==> src/rtl/ftac_pkg.sv <==
package ftac_pkg;

  typedef enum logic [2:0] {
    ST_IDLE,
    ST_SORT,
    ST_SUM,
    ST_DIV,
    ST_FIN,
    ST_HOLD
  } ftac_state_e;

endpackage

==> src/rtl/ftac_sort_net.sv <==
// Odd-even transposition sorter: one compare-swap phase per step.
module ftac_sort_net #(
  parameter int M  = 7,
  parameter int KW = 17
) (
  input  logic                clk,
  input  logic                rst_n,
  input  logic                load_i,
  input  logic                step_i,
  input  logic                odd_i,
  input  logic [M-1:0][KW-1:0] keys_i,
  output logic [M-1:0][KW-1:0] keys_o
);

  logic [M-1:0][KW-1:0] keys_q;
  logic [M-1:0][KW-1:0] nxt;

  for (genvar j = 0; j < M; j++) begin : g_cs
    localparam bit LO_PAR = bit'(j % 2);
    localparam bit HI_PAR = bit'((j + 1) % 2);
    if (j == 0) begin : g_first
      logic lo_swap;
      assign lo_swap = (odd_i == LO_PAR) && (keys_q[j] > keys_q[j+1]);
      assign nxt[j]  = lo_swap ? keys_q[j+1] : keys_q[j];
    end else if (j == M - 1) begin : g_last
      logic hi_swap;
      assign hi_swap = (odd_i == HI_PAR) && (keys_q[j-1] > keys_q[j]);
      assign nxt[j]  = hi_swap ? keys_q[j-1] : keys_q[j];
    end else begin : g_mid
      logic lo_swap, hi_swap;
      assign lo_swap = (odd_i == LO_PAR) && (keys_q[j] > keys_q[j+1]);
      assign hi_swap = (odd_i == HI_PAR) && (keys_q[j-1] > keys_q[j]);
      assign nxt[j]  = lo_swap ? keys_q[j+1] : (hi_swap ? keys_q[j-1] : keys_q[j]);
    end
  end

  always_ff @(posedge clk or negedge rst_n) begin
    if (!rst_n)       keys_q <= '0;
    else if (load_i)  keys_q <= keys_i;
    else if (step_i)  keys_q <= nxt;
  end

  assign keys_o = keys_q;

endmodule

==> src/rtl/ftac_trim_sum.sv <==
// Accumulates the decoded readings whose position lies in the kept window.
module ftac_trim_sum #(
  parameter int DW = 16,
  parameter int SW = 19
) (
  input  logic                 clk,
  input  logic                 rst_n,
  input  logic                 clear_i,
  input  logic                 take_i,
  input  logic [DW:0]          key_i,
  output logic signed [SW-1:0] sum_o
);

  logic signed [DW-1:0] val;
  logic signed [SW-1:0] val_ext;

  // key layout: {invalid, value with sign bit inverted}
  assign val     = {~key_i[DW-1], key_i[DW-2:0]};
  assign val_ext = {{(SW-DW){val[DW-1]}}, val};

  always_ff @(posedge clk or negedge rst_n) begin
    if (!rst_n)       sum_o <= '0;
    else if (clear_i) sum_o <= '0;
    else if (take_i)  sum_o <= sum_o + val_ext;
  end

endmodule

==> src/rtl/ftac_divider.sv <==
// Restoring unsigned divider, one quotient bit per step, MSB first.
module ftac_divider #(
  parameter int SW = 19,
  parameter int CW = 3
) (
  input  logic          clk,
  input  logic          rst_n,
  input  logic          load_i,
  input  logic          step_i,
  input  logic [SW-1:0] dvd_i,
  input  logic [CW-1:0] dvs_i,
  output logic [SW-1:0] quo_o
);

  logic [SW-1:0] dvd_q;
  logic [CW-1:0] rem_q;
  logic [CW-1:0] dvs_q;
  logic          busy_q;
  logic [CW:0]   trial;
  logic          fits;

  assign trial = {rem_q, dvd_q[SW-1]};
  assign fits  = trial >= {1'b0, dvs_q};

  always_ff @(posedge clk or negedge rst_n) begin
    if (!rst_n) begin
      dvd_q  <= '0;
      rem_q  <= '0;
      dvs_q  <= '0;
      quo_o  <= '0;
      busy_q <= 1'b0;
    end else if (load_i) begin
      dvd_q  <= dvd_i;
      rem_q  <= '0;
      dvs_q  <= dvs_i;
      quo_o  <= '0;
      busy_q <= 1'b1;
    end else if (step_i) begin
      dvd_q <= {dvd_q[SW-2:0], 1'b0};
      rem_q <= fits ? CW'(trial - {1'b0, dvs_q}) : trial[CW-1:0];
      quo_o <= {quo_o[SW-2:0], fits};
    end
  end

  // partial remainder must stay below the divisor during a division
  p_rem_below_dvs_r5: assert property (@(posedge clk) disable iff (!rst_n)
    busy_q |-> (rem_q < dvs_q));

endmodule

==> src/rtl/ftac_corrector.sv <==
module ftac_corrector
  import ftac_pkg::*;
#(
  parameter int N_NODES  = 6,
  parameter int DW       = 16,
  parameter int K_FAULTS = 1
) (
  input  logic                  clk,
  input  logic                  rst_n,
  input  logic                  in_valid,
  output logic                  in_ready,
  input  logic [N_NODES*DW-1:0] in_diff,
  input  logic [N_NODES-1:0]    in_mask,
  output logic                  out_valid,
  input  logic                  out_ready,
  output logic [DW-1:0]         out_corr,
  output logic                  out_fail
);

  localparam int M         = N_NODES + 1;
  localparam int CW        = $clog2(M + 1);
  localparam int SW        = DW + CW;
  localparam int KW        = DW + 1;
  localparam int IW        = $clog2(M);
  localparam int SCW       = $clog2(SW + M + 2);
  localparam int MIN_VALID = 3 * K_FAULTS + 1;

  ftac_state_e state_q;
  logic [SCW-1:0] step_q;
  logic [CW-1:0]  nvalid_q;
  logic [CW-1:0]  cnt_in;
  logic           fail_q;
  logic           accept;

  logic [M-1:0][KW-1:0] load_keys;
  logic [M-1:0][KW-1:0] keys;
  logic [IW-1:0]        idx;
  logic                 sum_take;
  logic signed [SW-1:0] sum;
  logic [SW-1:0]        dvd_mag;
  logic [CW-1:0]        dvs;
  logic [SW-1:0]        quo;
  logic [SW-1:0]        quo_signed;

  assign in_ready = (state_q == ST_IDLE);
  assign accept   = in_valid && in_ready;

  always_comb begin
    cnt_in = CW'(1);
    for (int i = 0; i < N_NODES; i++) cnt_in = cnt_in + CW'(in_mask[i]);
  end

  // Key = {invalid, value with inverted sign}: unsigned order puts valid
  // readings first, in ascending signed order.
  for (genvar i = 0; i < N_NODES; i++) begin : g_key
    assign load_keys[i] = {~in_mask[i], ~in_diff[i*DW + DW - 1], in_diff[i*DW +: DW-1]};
  end
  assign load_keys[M-1] = {1'b0, 1'b1, {(DW-1){1'b0}}};

  ftac_sort_net #(.M(M), .KW(KW)) u_sort (
    .clk    (clk),
    .rst_n  (rst_n),
    .load_i (accept),
    .step_i (state_q == ST_SORT),
    .odd_i  (step_q[0]),
    .keys_i (load_keys),
    .keys_o (keys)
  );

  assign idx      = step_q[IW-1:0];
  assign sum_take = (state_q == ST_SUM) && (int'(step_q) >= K_FAULTS)
                    && (int'(step_q) + K_FAULTS < int'(nvalid_q));

  ftac_trim_sum #(.DW(DW), .SW(SW)) u_sum (
    .clk     (clk),
    .rst_n   (rst_n),
    .clear_i (accept),
    .take_i  (sum_take),
    .key_i   (keys[idx]),
    .sum_o   (sum)
  );

  assign dvd_mag = sum[SW-1] ? SW'(-sum) : SW'(sum);
  assign dvs     = fail_q ? CW'(1) : CW'(nvalid_q - CW'(2 * K_FAULTS));

  ftac_divider #(.SW(SW), .CW(CW)) u_div (
    .clk    (clk),
    .rst_n  (rst_n),
    .load_i ((state_q == ST_DIV) && (step_q == '0)),
    .step_i ((state_q == ST_DIV) && (step_q != '0)),
    .dvd_i  (dvd_mag),
    .dvs_i  (dvs),
    .quo_o  (quo)
  );

  assign quo_signed = sum[SW-1] ? SW'(-quo) : quo;

  always_ff @(posedge clk or negedge rst_n) begin
    if (!rst_n) begin
      state_q   <= ST_IDLE;
      step_q    <= '0;
      nvalid_q  <= '0;
      fail_q    <= 1'b0;
      out_valid <= 1'b0;
      out_corr  <= '0;
      out_fail  <= 1'b0;
    end else begin
      case (state_q)
        ST_IDLE: if (accept) begin
          nvalid_q <= cnt_in;
          fail_q   <= int'(cnt_in) < MIN_VALID;
          step_q   <= '0;
          state_q  <= ST_SORT;
        end
        ST_SORT: if (int'(step_q) == M - 1) begin
          step_q  <= '0;
          state_q <= ST_SUM;
        end else step_q <= step_q + 1'b1;
        ST_SUM: if (int'(step_q) == M - 1) begin
          step_q  <= '0;
          state_q <= ST_DIV;
        end else step_q <= step_q + 1'b1;
        ST_DIV: if (int'(step_q) == SW) begin
          step_q  <= '0;
          state_q <= ST_FIN;
        end else step_q <= step_q + 1'b1;
        ST_FIN: begin
          out_valid <= 1'b1;
          out_fail  <= fail_q;
          out_corr  <= fail_q ? '0 : quo_signed[DW-1:0];
          state_q   <= ST_HOLD;
        end
        ST_HOLD: if (out_ready) begin
          out_valid <= 1'b0;
          state_q   <= ST_IDLE;
        end
        default: state_q <= ST_IDLE;
      endcase
    end
  end

  // at the start of the summing pass, the sorter output is ordered
  for (genvar i = 0; i < M - 1; i++) begin : g_ord_chk
    p_sorted_r3: assert property (@(posedge clk) disable iff (!rst_n)
      ((state_q == ST_SUM) && (step_q == '0)) |-> (keys[i] <= keys[i+1]));
  end

  // an accepted vector closes the input until the result is taken
  p_busy_blocks_r1: assert property (@(posedge clk) disable iff (!rst_n)
    accept |=> !in_ready);

  // a held result does not move under back-pressure
  p_hold_stable_r8: assert property (@(posedge clk) disable iff (!rst_n)
    (out_valid && !out_ready) |=> (out_valid && $stable(out_corr) && $stable(out_fail)));

  // a failing round reports a zero correction
  p_fail_zero_r6: assert property (@(posedge clk) disable iff (!rst_n)
    (out_valid && out_fail) |-> (out_corr == '0));

  // input side and output side are never open together
  p_excl_r1: assert property (@(posedge clk) disable iff (!rst_n)
    !(in_ready && out_valid));

endmodule

==> config.mk <==
export PLATFORM = sky130hd
export DESIGN_NAME = ftac_corrector
export DESIGN_NICKNAME = d
export VERILOG_FILES = /design/src/rtl/ftac_pkg.sv /design/src/rtl/ftac_sort_net.sv /design/src/rtl/ftac_trim_sum.sv /design/src/rtl/ftac_divider.sv /design/src/rtl/ftac_corrector.sv
export SDC_FILE = /design/constraint.sdc
export NUM_CORES = 1
export LEC_CHECK = 0
export BUFFER_PORTS_ARGS = -buffer_cell sky130_fd_sc_hd__clkbuf_2
export CORE_AREA = 5 5 166 199
export DETAILED_ROUTE_END_ITERATION = 10
export DIE_AREA = 0 0 171 204
export PLACE_DENSITY = 0.76
export SETUP_SLACK_MARGIN = 0.02
export SYNTH_ARGS = -nofsm -noshare
export SYNTH_HDL_FRONTEND = slang
export SYNTH_SLANG_ARGS = --single-unit
==> constraint.sdc <==
create_clock -name clk -period 6.4 [get_ports clk]
set_clock_uncertainty 0.05 [all_clocks]
set_input_delay 1.28 -clock clk [delete_from_list [all_inputs] [get_ports clk]]
set_output_delay 1.28 -clock clk [all_outputs]
set_load 0.05 [all_outputs]
**Yosys cells after proc, flatten, opt, wreduce, memory -nomap -nowiden**

Cells that the tools add are included.
Widths: inputs -> output; s select.

- Register bits after elaboration: 209
- Word-level logic and storage cells: 148
- Input bits: 106
- Output and inout port bits: 19

- Equal/unequal tests: 12
- Bitwise logic cells: 14
- Add/subtract/negate cells: 13
- Mux-type cells: 41
- Reduce and logical (&&, ||, !) cells: 38
- Order comparisons: 11

Operator list:

| cell | count |
|---|---|
| $mux 119 | 2 |
| $mux 17 | 12 |
| $gt 17x17->1 | 6 |
| $mux 19 | 5 |
| $mux 16 | 5 |
| $bmux 17 s3 | 1 |
| $mux 3 | 9 |
| $reduce_and 2->1 | 10 |
| $add 19x16->19 | 1 |
| $neg 19->19 | 1 |
| $pmux 3 s6 | 1 |
| $reduce_bool 3->1 | 6 |
| $neg 16->16 | 1 |
| $mux 5 | 3 |
| $pmux 5 s3 | 1 |
| $not 1->1 | 14 |
| $add 3x1->3 | 4 |
| $reduce_bool 2->1 | 6 |
| $logic_and 1x1->1 | 11 |
| $add 5x1->6 const B | 1 |
| $eq 3x2->1 const B | 2 |
| $eq 3x3->1 const B | 2 |
| $lt 6x3->1 | 1 |
| $ne 2x1->1 const B | 3 |
| 20 further kinds | 21 |

**Longest topological paths before layout**

- Depth in word-level cells: 7
- Mapped depth: 17
- Mapped depth without buffers: 14

**By module**

A second synthesis with hierarchy kept.

- Cells, all modules: 1,795
- Area total of the unflattened synthesis: 16,276.9 µm²

Modules (own cells, without submodules):

| module | area an instance (µm²) | cells each | times used |
|---|---|---|---|
| ftac_sort_net | 9,270.1 | 1,006 | 1 |
| ftac_corrector | 3,223.1 | 396 | 1 |
| ftac_divider | 2,050.7 | 188 | 1 |
| ftac_trim_sum | 1,732.9 | 205 | 1 |

**Least setup slack after synthesis**

Ideal clock, no wire load.

- Path type: reg-to-reg
- Start point: register step_q[1]
- End point: register u_sum.sum_o[18]
- Arrival: 4.212 ns
- Path buffers: 3
- Period minus slack after synthesis: 4.398 ns
- Library setup time: 0.136 ns
- Setup slack: 2.002 ns
- Cell stages (with the launch flop): 17
- Required time: 6.214 ns
- Cell sequence: dfrtp_1 > clkbuf_1 > clkbuf_1 > clkbuf_1 > mux4_2 > nor2_1 > a21oi_1 > ha_1 > fa_1 > a211oi_1 > o31ai_1 > a41oi_1 > a221oi_1 > a211oi_1 > xor2_1 > o211ai_1 > o31ai_1

- Word-level cells in the longest chain between the ends: 6
- Elaborated cells on any way between the ends: 12
- Those cells by class: add/sub (2); order compare (2); mux (4); bitwise (1); reduce/logical (3)

RTL lines:

| item | RTL line | text |
|---|---|---|
| from (decl) | ftac_corrector.sv:29 | `logic [SCW-1:0] step_q;` |
| from (signal assigned) | ftac_corrector.sv:118 | `end else step_q <= step_q + 1'b1;` |
| from (signal assigned) | ftac_corrector.sv:122 | `end else step_q <= step_q + 1'b1;` |
| from (signal assigned) | ftac_corrector.sv:126 | `end else step_q <= step_q + 1'b1;` |
| $bmux 17 s3 | ftac_corrector.sv:79 | `.key_i (keys[idx]),` |
| $mux 16 (not written as such) | ftac_corrector.sv:79 |  |
| $not 1->1 | ftac_trim_sum.sv:18 | `assign val = {~key_i[DW-1], key_i[DW-2:0]};` |
| $add 19x16->19 | ftac_trim_sum.sv:24 | `else if (take_i) sum_o <= sum_o + val_ext;` |
| $mux 19 | ftac_trim_sum.sv:24 |  |
| $mux 19 | ftac_trim_sum.sv:23 | `else if (clear_i) sum_o <= '0;` |
| to (signal assigned) | ftac_trim_sum.sv:24 |  |
| to (decl) | ftac_trim_sum.sv:11 | `output logic signed [SW-1:0] sum_o` |

Several ways; a longest one is shown, not always the timed one. The select of a mux whose other input is x is not followed.
A chain may end at the register's enable or synchronous reset.

**Worst setup path in the final report**

Ends and elaborated chain as after synthesis.

==> reports/metrics.yaml <==
final_common_cell: "dfrtp_1"
final_cell_mix: "dfrtp_1 (208), nand2_1 (193), o21ai_0 (187)"
worst_pin_slew_ps: 1180
first_pass_iters: 7
grt_overflow: 0
min_to: "out_valid"
synth_area_per_cell_um2: 9.02
portBuffers: 124
multiInputGateArea_um2: 9120
syn_nets: 1927
avgViaCountPerCell: 5.95
hp-class: "register to register"
status: "finished clean"
yosys.area.top_type: "dfrtp_1"
ff2ff_path_depth: 13
finalWirelength_um: 42900
hold_start: "out_valid"
ios: 125
register_area_um2: 5230
place_area_um2: 16100
slew_violations: 0
via_count: 13000
fin_tns_setup_ps: 0
start_util_pct: 49.0
cts.sinks: 209
dieArea_um2: 34900
r2r_slack_ps: 1950
grt_pass1_wl_um: 68800
cts_tree: "built"
cts-root-buf: "clkbuf_16"
r2r_end: "u_sum.sum_o[18]"
grt_start_max_net_pins: 121
endpoint_kind: "register"
drive_above_1_share_pct: 16.9
leakagePower_nw: 8.18
ys_ff_latch: 209
final_antenna_net_count: 0
yosysSeqAreaShare_pct: 34.4
grtUsageTotal_pct: 24.5
diodes: 0
maxSlewHeadroom_pct: 21.5
die_w_um: 171
nFillCells: 2773
cts_buffers: 24
drc: 0
area_growth_pct: 11.4
clk_latency_ps: 550
post-route-min-period_ps: 4450
post_cts_buffers: 0
postLayoutCellArea_um2: 16900
max_cap_viol_count: 0
synth_top_area_share_pct: 34.4
finalWeightedCongestion: 0.962
htree_levels: 1
grt_pass1_vias: 13000
setup_viol: 0
netlist_instances: 1684
yosysWarningCount: 0
vdd_ir_drop_max_v: 0.000287
dp_hpwl_um: 31600
whs_path_depth: 2
required_ps: 6730
rsz0062_at_grt: "false"
drt_iter0_markers: 825
core_um2: 31000
synth_cell_type_count: 69
clk_path_buf_depth: 3
clkTransAtPathRegs_ps: 60
ctsHoldBuffers: 0
powerDensity_nw_per_um2: 581
hold_violations: 0
rr_startpoint: "step_q[1]"
synth_area_um2: 15200
antenna_found_initial: 1
ys.flop_type: "dfrtp_1"
fin_crit_sh_pct: 69.5
path_class: "register to register"
fmax_mhz: 225
rows: 71
synth_edf_count: 0
post_drt_wl_per_cell_um: 19.7
crit_path_start_kind: "register"
arrival_ps: 4780
die_h_um: 204
ys_top_cells_by_area: "dfrtp_1 (34%), ha_1 (11%), mux2i_1 (7.4%)"
path_max_fanout: 28
post_cts_resized: 0
synth-async-reset-ratio_pct: 100
nNetsFinal: 2006
-- how the worst max path moves through the flow --
stage | start | to | depth (start not counted)
2_1_floorplan | step_q[1] | u_sum.sum_o[18] | 16
3_3_place_gp | step_q[1] | u_sum.sum_o[18] | 13
3_5_place_dp | step_q[1] | u_sum.sum_o[18] | 13
4_1_cts | step_q[1] | u_sum.sum_o[18] | 13
5_1_grt | step_q[1] | u_sum.sum_o[18] | 13
6_report | step_q[1] | u_sum.sum_o[18] | 13
-- logic make-up (layout without fill, tap and decap cells) --
| logic type | after synthesis | in the layout | synth area share (%) |
|---|---|---|---|
| compound gates | 431 | 431 | 17.1 |
| flops | 209 | 209 | 34.4 |
| fa+ha+maj | 137 | 137 | 11.5 |
| simple gates | 429 | 429 | 12.7 |
| mux | 207 | 207 | 15.6 |
| buf+inv | 221 | 316 | 5.69 |
| xor+xnor | 50 | 50 | 2.88 |
-- report_power, final --
group          internal, mW  total, mW  switching [mW]
Sequential             1.83       2.79           0.963
Combinational          2.55       5.64            3.08
Clock                 0.817       1.40           0.585
-- through the flow --
| step | hold slack, ps | util [%] | instances | worst slack [ps] | total power [mW] |
|---|---|---|---|---|---|
| finish | 428 | 54.6 | 2180 | 1950 | 9.83 |
| global route | 453 | 54.6 | 2180 | 1390 | 10.6 |
| CTS | 429 | 54.6 | 2180 | 1970 | 9.80 |
| detailed placement | 416 | 52.0 | 2138 | 1990 | 8.35 |
| global placement | 411 | 52.0 | 2138 | 2030 | 8.11 |
| floorplan | 395 | - | 1684 | 2000 | 6.76 |
-- final cells by class --
type / instances / share of cell area [%]
well taps: 401 / 2.97
inverters: 132 / 2.93
repair buffers: 142 / 4.59
multi-input cells: 1254 / 53.9
flip-flops and latches: 209 / 30.9
clock buffers: 33 / 3.99
clock inverters: 9 / 0.658
-- synth_stat cells, types with 5 or more instances --
cell      count
mux2_2       79
mux2i_1     112
a22oi_1      15
xor2_1       32
a211oi_1      9
buf_2        19
mux4_2       16
nor2b_1      10
fa_1          5
nor3_1       12
nand4_1      24
buf_1         6
inv_1       132
a21oi_1     101
a21o_1       30
a22o_1       22
ha_1        132
nand2_1     194
o31ai_1      17
nor2_1       92
o211ai_1      5
xnor2_1      18
or3_1         7
dfrtp_1     209
clkbuf_1     62
o21ai_0     187
nand2b_1      9
o21ai_1       5
nand3_1      48
-- registers in the layout, indices dropped and copies added (netlist names), 5 cells and up --
signal         flops
u_div.dvd_q       19
u_sort.keys_o    119
u_sum.sum_o       19
out_corr          16
step_q             5
u_div.quo_o       16
-- layer usage --
layer / GRT usage, % / vias to the layer above / wire length [µm]
li1: - / 6131 / -
met1: 29.7 / 6230 / 16900
met2: 41.9 / 457 / 21200
met3: 3.56 / 145 / 2360
met4: 12.8 / 2 / 2450
met5: 0 / - / 13
-- worst max-delay path: stages (launching register included) --
cell and delay (ps):
dfrtp_2 860, buf_4 360, nor2_1 150, a21oi_1 180, a21oi_1 90, ha_1 350, a2111oi_0 670, o31ai_1 270
a41oi_1 440, a221oi_1 160, a211oi_1 270, xor2_1 120, o211ai_1 180, o31ai_1 100
(Power assumes the default switching activity.)
